`src/rtl/rot_exec.sv`:
```
module rot_exec (
  input  logic        clk,
  input  logic        rst_n,
  input  logic        start,
  input  logic [15:0] instr,
  input  logic [3:0]  bsr,
  input  logic        ext_en,
  input  logic        c_in,
  output logic        busy,
  output logic        rd_en,
  output logic [11:0] rd_addr,
  input  logic [7:0]  rd_data,
  output logic        wr_en,
  output logic [11:0] wr_addr,
  output logic [7:0]  wr_data,
  output logic        w_we,
  output logic [7:0]  w_out,
  output logic        nz_we,
  output logic        n_out,
  output logic        z_out,
  output logic        c_we,
  output logic        c_out
  ,output logic       unsup
);
  localparam logic [5:0] OP_RL = 6'b010001;
  localparam logic [5:0] OP_RR = 6'b001100;
  localparam logic [7:0] ACC_SPLIT = 8'h60;

  typedef enum logic [2:0] {S_IDLE, S_DEC, S_RD, S_PROC, S_WR} phase_t;
  typedef enum logic [1:0] {K_NONE, K_RL, K_RR, K_UNSUP} kind_t;

  phase_t      ph;
  kind_t       kind_q, kind_d;
  logic [15:0] ir_q;
  logic [3:0]  bsr_q;
  logic        ext_q, c_q;
  logic [11:0] addr_q, addr_d;
  logic [7:0]  res_q, res_d;
  logic        cres_q;

  wire [7:0] f   = ir_q[7:0];
  wire       d   = ir_q[9];
  wire       a   = ir_q[8];
  wire       rot = (ir_q[15:10] == OP_RL) || (ir_q[15:10] == OP_RR);
  wire       exec = (kind_q == K_RL) || (kind_q == K_RR);

  always_comb begin
    if (!rot)                            kind_d = K_NONE;
    else if (ext_q && !a && f < ACC_SPLIT) kind_d = K_UNSUP;
    else if (ir_q[15:10] == OP_RL)       kind_d = K_RL;
    else                                 kind_d = K_RR;
    if (a)                 addr_d = {bsr_q, f};
    else if (f < ACC_SPLIT) addr_d = {4'h0, f};
    else                   addr_d = {4'hF, f};
    res_d = (kind_q == K_RL) ? {rd_data[6:0], rd_data[7]} : {c_q, rd_data[7:1]};
  end

  always_ff @(posedge clk or negedge rst_n) begin
    if (!rst_n) begin
      ph     <= S_IDLE;
      kind_q <= K_NONE;
      ir_q   <= '0;
      bsr_q  <= '0;
      ext_q  <= 1'b0;
      c_q    <= 1'b0;
      addr_q <= '0;
      res_q  <= '0;
      cres_q <= 1'b0;
    end else begin
      case (ph)
        S_IDLE: if (start) begin
          ph    <= S_DEC;
          ir_q  <= instr;
          bsr_q <= bsr;
          ext_q <= ext_en;
          c_q   <= c_in;
        end
        S_DEC: begin
          ph     <= S_RD;
          kind_q <= kind_d;
          addr_q <= addr_d;
        end
        S_RD: ph <= S_PROC;
        S_PROC: begin
          ph     <= S_WR;
          res_q  <= res_d;
          cres_q <= rd_data[0];
        end
        default: ph <= S_IDLE;
      endcase
    end
  end

  wire in_wr = (ph == S_WR);

  assign busy    = (ph != S_IDLE);
  assign rd_en   = (ph == S_RD) && exec;
  assign rd_addr = addr_q;
  assign wr_en   = in_wr && exec && d;
  assign wr_addr = addr_q;
  assign wr_data = res_q;
  assign w_we    = in_wr && exec && !d;
  assign w_out   = res_q;
  assign nz_we   = in_wr && exec;
  assign n_out   = res_q[7];
  assign z_out   = (res_q == 8'h00);
  assign c_we    = in_wr && (kind_q == K_RR);
  assign c_out   = cres_q;
  assign unsup   = in_wr && (kind_q == K_UNSUP);
endmodule


```
`config.mk`:
```
export PLATFORM = sky130hd
export DESIGN_NAME = rot_exec
export DESIGN_NICKNAME = d
export VERILOG_FILES = /design/src/rtl/rot_exec.sv
export SDC_FILE = /design/constraint.sdc
export NUM_CORES = 1
export LEC_CHECK = 0
export ABC_AREA = 1
export ABC_CLOCK_PERIOD_IN_PS = 1300
export CAP_MARGIN = 15
export CORE_MARGIN = 4
export CORE_UTILIZATION = 56
export DETAILED_ROUTE_END_ITERATION = 8
export DONT_BUFFER_PORTS = 1
export GPL_ROUTABILITY_DRIVEN = 1
export PLACE_DENSITY = 0.86
export REMOVE_ABC_BUFFERS = 1
export SLEW_MARGIN = 20
export SYNTH_ARGS = -nofsm -noshare
export SYNTH_HDL_FRONTEND = slang
export SYNTH_SLANG_ARGS = --single-unit
```
`constraint.sdc`:
```
create_clock -name clk -period 1.3 [get_ports clk]
set_input_delay 0.13 -clock clk [delete_from_list [all_inputs] [get_ports clk]]
set_output_delay 0.13 -clock clk [all_outputs]
set_load 0.005 [all_outputs]
```
# Word level (Yosys, flattened, before mapping)
# Index checks and enable logic that the tools add are counted.
[totals]
output_inout_bits = 50
inputBits = 33
wordCells = 44
regBits = 48
[op_classes]
muxes = 8
order_cmp = 1
reduce_logical = 16
n_eq_ne = 10
[ops]
columns = ["operator", "n"]
rows = [
  ["$mux W12", 2],
  ["$pmux W3 S4", 1],
  ["$logic_and A1 B1 Y1", 8],
  ["$logic_not A8 Y1", 1],
  ["$lt A8 B7 Y1 const B", 1],
  ["$mux W8", 1],
  ["$eq A3 B2 Y1 const B", 2],
  ["$eq A6 B4 Y1 const B", 1],
  ["$eq A6 B5 Y1 const B", 1],
  ["$mux W2", 3],
  ["$eq A2 B2 Y1 const B", 2],
  ["$eq A3 B1 Y1 const B", 1],
  ["$eq A3 B3 Y1 const B", 1],
  ["$logic_not A3 Y1", 1],
  ["$mux W3", 1],
  ["$reduce_bool A3 Y1", 1],
  ["$eq A2 B1 Y1 const B", 1],
  ["$logic_not A1 Y1", 2],
  ["$logic_or A1 B1 Y1", 2],
  ["$ne A2 B2 Y1 const B", 1],
  ["$reduce_and A2 Y1", 1],
]

# Depth between registers and ports, before layout
# Gate-level depths: netlist of the first run.
[depth]
depth_word = 5
mapped_depth = 6
mapped_depth_nobuf = 6

# Worst setup path before layout of the first run
# OpenSTA, ideal clock, no wires.
[synth_timing]
path_type = "flip-flop to flip-flop"
start = "reg kind_q[1]"
end = "reg res_q[4] (netlist: w_out[4])"
required_time_ns = 1.170
t_arrival_ns = 1.087
path_stages_with_launch = 7
path_buffers = 1
setup_ns = 0.130
synth_period_minus_slack_ns = 1.218
path_slack_ns = 0.082
path_cell_list = "dfrtp_1 > inv_1 > ha_1 > buf_2 > nand2_1 > o211ai_1 > o21ai_0"
[synth_between]
elab_chain_len = 2
[synth_rtl]
columns = ["element", "line", "source"]
rows = [
  ["start: declaration", "33", "kind_t kind_q, kind_d;"],
  ["start signal: assignment", "80", "kind_q <= kind_d;"],
  ["$eq A2 B1 Y1", "55", "res_d = (kind_q == K_RL) ? {rd_data[6:0], rd_data[7]} : {c_q, rd_data[7:1]};"],
  ["$mux W8", "55", ""],
  ["end signal: assignment", "86", "res_q <= res_d;"],
  ["end: declaration", "38", "logic [7:0] res_q, res_d;"],
]
# Every way passes these cells.
# A chain may end at the register's enable or synchronous reset.

# Worst setup path in the final report of the first run
[layout_timing]
start = "reg kind_q[1]"
end = "out wr_en"
[layout_between]
elab_chain_len = 4
elab_cells_between_ends = 5
cone_classes = "eq/ne (2); reduce/logical (3)"
[layout_rtl]
columns = ["element", "line", "source"]
rows = [
  ["$eq A2 B1 Y1 or $eq A2 B2 Y1 (tied branches)", "45", "wire exec = (kind_q == K_RL) || (kind_q == K_RR);"],
  ["$logic_or A1 B1 Y1 (*)", "45", ""],
  ["$logic_and A1 B1 Y1 (*) (2 in a row)", "99", "assign wr_en = in_wr && exec && d;"],
  ["end: declaration", "13", "output logic wr_en,"],
]
# Mark *: on every way between the ends. The rest lies on a longest branch, timed or not.

==> results of run 1 <==
[layer usage]
| metal | vias up | track usage |
|---|---|---|
| met1 | 795 | 0.212 |
| met5 | - | 0 |
| met2 | 45 | 0.328 |
| met4 | 0 | 0.0717 |
| met3 | 8 | 0.0482 |
| li1 | 862 | - |
[kinds of logic (layout without fill, tap and decap cells)]
group / count (synthesis) / in the layout / share of synthesized area
buf+inv: 81 / 95 / 0.176
flops: 48 / 48 / 0.509
compound gates: 51 / 51 / 0.127
fa+ha+maj: 3 / 3 / 0.0159
simple gates: 95 / 95 / 0.172
[cell usage in the layout, fill, tap and decap left out, drive strengths merged]
cell type / synthesis / routed
a21oi: 12 / 12
buf: 28 / 8
clkbuf: 1 / 6
clkinv: 0 / 1
dfrtp: 48 / 48
dlygate4sd3: 0 / 27
ha: 3 / 3
inv: 52 / 53
nand2: 55 / 55
nand3: 6 / 6
nand4: 2 / 2
nor2: 29 / 29
nor3: 2 / 2
nor3b: 1 / 1
o211ai: 6 / 6
o21ai: 33 / 33
[metrics by stage]
stage	hold WS [ns]	area [um2]	TNS [ns]	setup slack, ns	total power [mW]
finish	0.00793	2780	-0.198	-0.0784	6.61
global route	0.0113	2780	-0.969	-0.134	7.16
CTS	0.000805	2690	-0.208	-0.100	6.35
detailed placement	-0.165	2240	-0.102	-0.0627	5.12
global placement	-0.165	2240	0	0.0294	4.97
floorplan	-0.166	2140	0	0.0863	4.48
[worst paths after layout]
check,end,depth (start not counted)
worst max-delay path,wr_en,3
worst min-delay path,ir_q[14],2
worst max register to register,kind_q[0],7
worst min register to register,bsr_q[0],2
max in group asynchronous,ph[1],2
min in group asynchronous,ir_q[11],2
[flip-flops by register name, indices dropped and copies added, names as in the netlist, 2 cells and up]
signal and count:
rd_addr 12, bsr_q 4, ph 3, kind_q 2, ir_q 16, w_out 8
[area by class of cell]
class | count | area (um2)
Timing Repair inverter | 1 | 6.26
Inverter | 52 | 208
Fill cell | 306 | 1250
Clock inverter | 1 | 8.76
Multi-Input combinational cell | 149 | 827
Tap cell | 50 | 62.6
Sequential cell | 48 | 1210
Clock buffer | 6 | 82.6
Timing Repair Buffer | 35 | 378
[power by group]
part           leakage [nW]  switching (mW)  total, mW  internal (mW)
logic                 0.781            1.65       2.76           1.11
clock network        0.0473           0.477      0.901          0.424
registers             0.567           0.705       2.96           2.25
[timing repair]
| item | 4_1_cts | 5_1_grt |
|---|---|---|
| gates cloned | 0 | 1 |
| setup buffers | 1 | 3 |
| pin swaps | 5 | 4 |
| endpoints found under the hold margin | 74 | 0 |
| setup endpoints to repair | 14 | 26 |
| resized for setup | 13 | 23 |
| hold buffers | 28 | 0 |
[critical path: cells and delay by family, from the launching register on]
kind / cells / cell delay [ns]
DFF: 1 / 0.40
and+or+nand+nor: 1 / 0.18
buffers and inverters: 1 / 0.13
adders and majority gates: 1 / 0.24
==> out/summary.md, run 1 <==
The run finished, with violations left. The checks that failed: setup timing. The worst setup path is captured at an output port. Die width: 72.9 um. Counting tap cells, the placed design contains a total of 302 instances. The combined global-route utilization of all metal layers was 0.185. Of all cell types, the one taking the most synthesized area is sky130_fd_sc_hd__dfrtp_1. At the end of the flow, the number of nets in the layout was 328.

The max-slew violation count came out at 0. The slowest cell on the critical path is sky130_fd_sc_hd__dfrtp_1. At the pin with the least slew margin, the transition time is 0.254 ns.

Synthesis produced 278 cells. The routed length per instance is 14.2 um. Top flip-flop cell by instance count after synthesis: sky130_fd_sc_hd__dfrtp_1. The register-to-register setup slack is -0.02 ns.

The ratio of total power to cell area was 2380 nW/um2. The run gives 4030 um2 as the core region area. The total of buffers placed on input and output ports is 0, and the total of warnings raised by yosys is 0. The routed layout has 1,710 vias.

Class of the most critical setup path: flip-flop to output port. The async set-reset flop share out of synthesis works out to 1.00. The tools report the worst setup margin as -0.0784 ns. The period utilization was 1.06. The mean instance size in the synthesized netlist was 8.49 um2. The tools report the headroom to the max-slew limit as 0.831. Ranked by total cell area, the synthesized netlist is headed by sky130_fd_sc_hd__dfrtp_1 (51%), sky130_fd_sc_hd__nand2_1 (8.7%), sky130_fd_sc_hd__inv_1 (7.8%). Data on the critical path arrives at its endpoint at 1.25 ns. The global placement routability congestion was 0.838. Detailed placement ended at an HPWL of 2.99 mm. The die covers 5320 um2. The total number of clock tree sinks was 48. The remaining antenna violation count after routing is 0. TritonCTS built the clock tree. The routed metal-1 wire length was 1.90 mm; the area share of the largest cell type after synthesis was 0.509.

The logs give 1,624 for the via count of the first global-routing pass and 251 um for the wire length on met3. Walking the worst path, the cells encountered are buf_6 -> ha_4 -> nor3b_4. The first global-routing pass estimated 7.51 mm of wire. After the first detailed-routing iteration, the DRC count stood at 121.

The cell area that synthesis handed to floorplanning was 2360 um2. The sequential-to-total area share from yosys stat is 0.509. Setup repair after global routing could not meet its margin everywhere. The number of standard cells in the final layout excluding fillers was 342; the endpoint required time on the critical path was 1.17 ns.

The later pin in the worst-skew pair is clocked with a latency of 0.30 ns. The clock period minus worst slack is 1.38 ns, and the total overflow reported by the global router is 0. The floorplan has 23 rows.

Highest layer used for signal routing: met4. The routed design has 4.87 mm of wire. Starting utilization of the core area: 0.586. After synthesis, the netlist uses 22 different library cells.

In this run the worst path has a maximum fanout of 4. Buffers inserted during clock tree synthesis total 5. Peak supply drop: 0.00106 V.

Static timing analysis puts the maximum clock frequency at 725 MHz. In the routed design, unresolved DRC markers number 0. The run gives 83 as the number of top-level design ports.

The final core utilization was 0.690. Across the run, the number of max-cap violations was 0. Yosys instantiated no cell more often than sky130_fd_sc_hd__nand2_1. Counting flops with a built-in enable in the synthesized netlist gives 0.

The area growth from synthesis to layout is 17.8%. After clock tree synthesis, the clock-pin slew on the worst setup and hold paths is 0.09 ns. Detailed-routing iteration count for the pre-antenna-repair pass: 4.

In this design, the stage delay of the slowest critical-path cell is 0.40 ns. The worst register-to-register path begins at ph[1]. Tracing the worst setup path back leads to its startpoint at kind_q[1]. For the final database, setup skew stands at 0.00902 ns. The class of the worst hold path is input pin to flip-flop.

Worst min-delay path startpoint: instr[14]. The H-tree generated during clock tree synthesis spans 2 levels. The run gives 0 as the initial antenna violation count. For the detailed route wirelength on metal2, the log shows 2.64 mm. The count of final hold-check violations was 0.

The launching element type of the critical path was a flip-flop. The number of vias per cell works out to 5.00. The tools report the cell chosen for the clock root as sky130_fd_sc_hd__clkbuf_8. The static power due to leakage is 1.39 nW, and the ratio of cells with drive above 1 in the final layout is 0.168. The commonest cells after synthesis are sky130_fd_sc_hd__nand2_1 (55), sky130_fd_sc_hd__inv_1 (49), sky130_fd_sc_hd__dfrtp_1 (48). Setup violations remaining at the end of the flow were counted as 5. The tools report the antenna diode instance count as 0.

The largest net degree at the start of global routing was 49; the maximum count of clock buffers along a single path was 2. The flop and latch count out of synthesis works out to 48. The die is 72.9 um tall.
No activity file was read; power rests on OpenSTA's default activity.
==> run 2, diff against run 1 <==
BUFFER_PORTS_ARGS = -buffer_cell sky130_fd_sc_hd__buf_2   (was not set)
CAP_MARGIN = 0   (was 15)
CORE_UTILIZATION = 45   (was 56)
DONT_BUFFER_PORTS = not set   (was 1)
PLACE_DENSITY = 0.88   (was 0.86)
==> run 2 against run 1 <==
Effect of this change: the run still ends with setup timing left; clock power increased by 19%; sequential power down 5%; core utilization decreased by 4.6 points; largest power group is now combinational cells; register-to-register slack worse by 0.05 ns; count of clock-buffer cells in the layout is 1 lower; fmax shrank 1.7%; worst hold slack improved by 0.044 ns; non-clock buffer count increased by 69; highest routed layer unchanged.
==> out/summary.md, run 2 (synthesized netlist as in run 1, its figures left out) <==
The period utilization was 1.08 (+0.0181). The number of vias per cell is 4.63 (-7.4%), and the transition time at the pin with the least slew margin is 0.340 ns (+0.0854 ns). Leaving out fill and tap cells, the most frequent cell in the layout is sky130_fd_sc_hd__buf_2. For the static power due to leakage, the log shows 1.75 nW (+25%). Vertical die dimension: 80.4 um (+10%).

The final routed wirelength across all metal layers was 5.50 mm (+13%). The run gives 48 (unchanged) as the total number of clock tree sinks. The clock network latency to the later pin of the worst-skew pair is 0.30 ns (about the same), and the internal power is 4.90 mW (+30%).

The core region area is 5110 um2 (+27%), and the number of logic stages on the critical path including buffering is 4 (+1). The number of top-level design ports is 83 (unchanged), and the floorplan row count is 26 (+13%). The combined global-route utilization of all metal layers came out at 0.154 (-0.0308). The tools report the worst min-delay path startpoint as rd_data[0]. The number of flip-flops in the largest register came out at 16 (unchanged). The placed cell count was 406 (+34%).

In this run the critical register-to-register path is launched from ph[2]. CTS placed an instance of sky130_fd_sc_hd__clkbuf_8 at the clock tree root. The tools report the endpoint required time on the critical path as 1.17 ns (about the same). The number of standard cells in the final layout excluding fillers is 433 (+27%).

Among cell families on the critical path, the largest total delay comes from flip-flops. The max-capacitance violation count was 0 (unchanged); the worst hold margin was 0.0521 ns (+0.0442 ns). TritonCTS built the clock tree. The tools report the largest net degree at the start of global routing as 29 (-41%). The number of buffers and inverters on the critical path came out at 2 (+1).

The worst setup margin is -0.102 ns (-0.0235 ns). The net count of the finished layout is 398 (+21%), and the max-slew violation count is 0 (unchanged). The net switching power came out at 3.36 mW (+19%). By startpoint and endpoint, the worst setup path is classified as flip-flop to output port. Die width: 80.4 um (+10%).

The number of stages on the worst hold path came out at 3 (+1). The slowest stage of the critical path belongs to the cell sky130_fd_sc_hd__dfrtp_2. The clock edge transition at the registers on the reported setup and hold paths was 0.09 ns (about the same); the delay of the slowest cell on the worst path was 0.43 ns (+0.03 ns). Total of buffers placed on input and output ports: 82 (+82). The wire length of the first global-routing pass is 7.89 mm (+5.0%). The largest fanout on the critical path came out at 5 (+1). The half-perimeter wire length after detailed placement came out at 3.48 mm (+16%).

The tools report the detailed-routing iteration count for the pre-antenna-repair pass as 4 (unchanged). The worst setup path is captured at an output port. The tools report the start point of the critical path as ph[1].

The tools report the total number of vias as 2,005 (+17%). The number of buffers created by CTS was 5 (unchanged); the initial DRC count was 82 (-32%). The clock period minus worst slack works out to 1.40 ns (+0.0235 ns). The starting utilization of the core area was 0.462 (-0.124). The final reports fail on setup timing. The antenna diode instance count came out at 0 (unchanged).

In the layout the commonest cells are sky130_fd_sc_hd__buf_2 (82), sky130_fd_sc_hd__inv_1 (46), sky130_fd_sc_hd__dfrtp_1 (46). The post-route setup TNS was -1.21 ns (-1.01 ns). The run gives 2 (unchanged) as the maximum count of clock buffers along a single path.

STA classifies the critical path startpoint as a flip-flop. The fraction of power spent switching nets is 0.407 (-0.0215), and the total overflow reported by the global router is 0 (unchanged). The remaining antenna violation count after routing was 0 (unchanged). The register with the most flip-flops in the final layout is ir_q. The area growth from synthesis to layout was 39.2%; the fraction of power consumed by sequential logic was 0.340 (-0.107). The setup violation total in the final timing report is 34 (+29).

The class of the worst hold path is input pin to flip-flop. The headroom to the max-slew limit was 0.774 (-0.0569); the H-tree depth was 2 (unchanged). Setup repair after global routing could not meet its margin everywhere.

Walking the worst path, the cells encountered are inv_2 -> nand3_4 -> nor3_2 -> buf_2. The tools report the final core utilization as 0.643 (-0.0464). The ratio of cells with drive above 1 in the final layout is 0.490 (+0.323), and the largest clock skew in the final design is 0.00801 ns (-0.00100 ns). The peak supply drop came out at 0.00130 V (+22%). The run gives 0 (unchanged) as the count of final hold-check violations. The via count of the first global-routing pass is 1,863 (+15%), and the overall die area is 6470 um2 (+22%).

The flow ran to the end, but the final reports show violations. Maximum frequency from static timing analysis: 713 MHz (-1.7%). Number of remaining DRC errors: 0 (unchanged). The run gives 0.768 (-8.4%) as the global placement routability congestion.

The routed length per instance came out at 12.7 um (-11%). The fraction of power consumed by combinational cells is 0.530 (+0.113), and the ratio of total power to cell area is 2510 nW/um2 (+5.6%). The worst reg2reg path depth is 7 (unchanged). Initial antenna violation count: 0 (unchanged).

The data arrival time of the critical path is 1.27 ns (+0.02 ns), and the total power of the final layout is 8.26 mW (+25%). The part of the total power dissipated in the clock network was 0.130 (-0.006).
## run 2: changes by cell type in the layout (fill, tap and decap cells not counted), sizes merged
cell,before,now
buf,8,100
bufinv,0,1
clkbuf,6,8
clkinv,1,3
clkinvlp,0,1
dlygate4sd3,27,1
inv,53,52
## run 2: stage by stage
stage               instance area (um2)  setup WS (ns)
global route                       3290         -0.183
floorplan                          2140         0.0863
global placement                   2690         0.0142
detailed placement                 2690        -0.0666
CTS                                2910         -0.104
finish                             3290         -0.102
## run 2: layer usage
metal / wire, um / track usage / vias up
met4: 57 / 0.0389 / 0
li1: - / - / 1008
met5: 0 / 0 / -
met2: 2870 / 0.289 / 67
met1: 2200 / 0.178 / 923
met3: 377 / 0.0291 / 7
## run 2: worst paths after layout
path	to	slack [ns]
worst max-delay path	w_we	-0.10
worst min-delay path	c_out	0.05
worst max register to register	kind_q[0]	-0.07
worst min register to register	c_out	0.50
max in group asynchronous	rd_addr[5]	0.68
min in group asynchronous	w_out[7]	0.36
## run 2: layout make-up
type | count | area [um2]
fill | 435 | 1820
sequential | 48 | 1200
multi-input combinational | 149 | 961
timing repair buffer | 104 | 694
inverter | 52 | 205
tap | 70 | 87.6
clock buffer | 5 | 68.8
clock inverter | 3 | 42.5
timing repair inverter | 2 | 22.5
## run 2: worst min-delay path: cells and delay by family
kind / cells / cell delay, ns
buffers and inverters: 1 / 0.09
AND/OR/NAND/NOR: 2 / 0.10
## run 2: power groups by stage
stage | Combinational [mW] | Clock [mW] | Sequential [mW]
after floorplan | 1.68 | 0 | 2.80
after global placement | 2.91 | 0 | 2.73
after detailed placement | 3.02 | 0 | 2.76
after CTS | 3.33 | 1.09 | 2.74
after global routing | 4.83 | 1.15 | 2.92
final | 4.38 | 1.07 | 2.81
## run 2: what timing repair did
item | CTS | global route
gates cloned | 0 | 5
hold buffers | 1 | 0
pin swaps | 9 | 7
resized for setup | 12 | 84
buffers inserted | 5 | 8
endpoints found under the hold margin | 48 | 0
setup endpoints to repair | 14 | 39
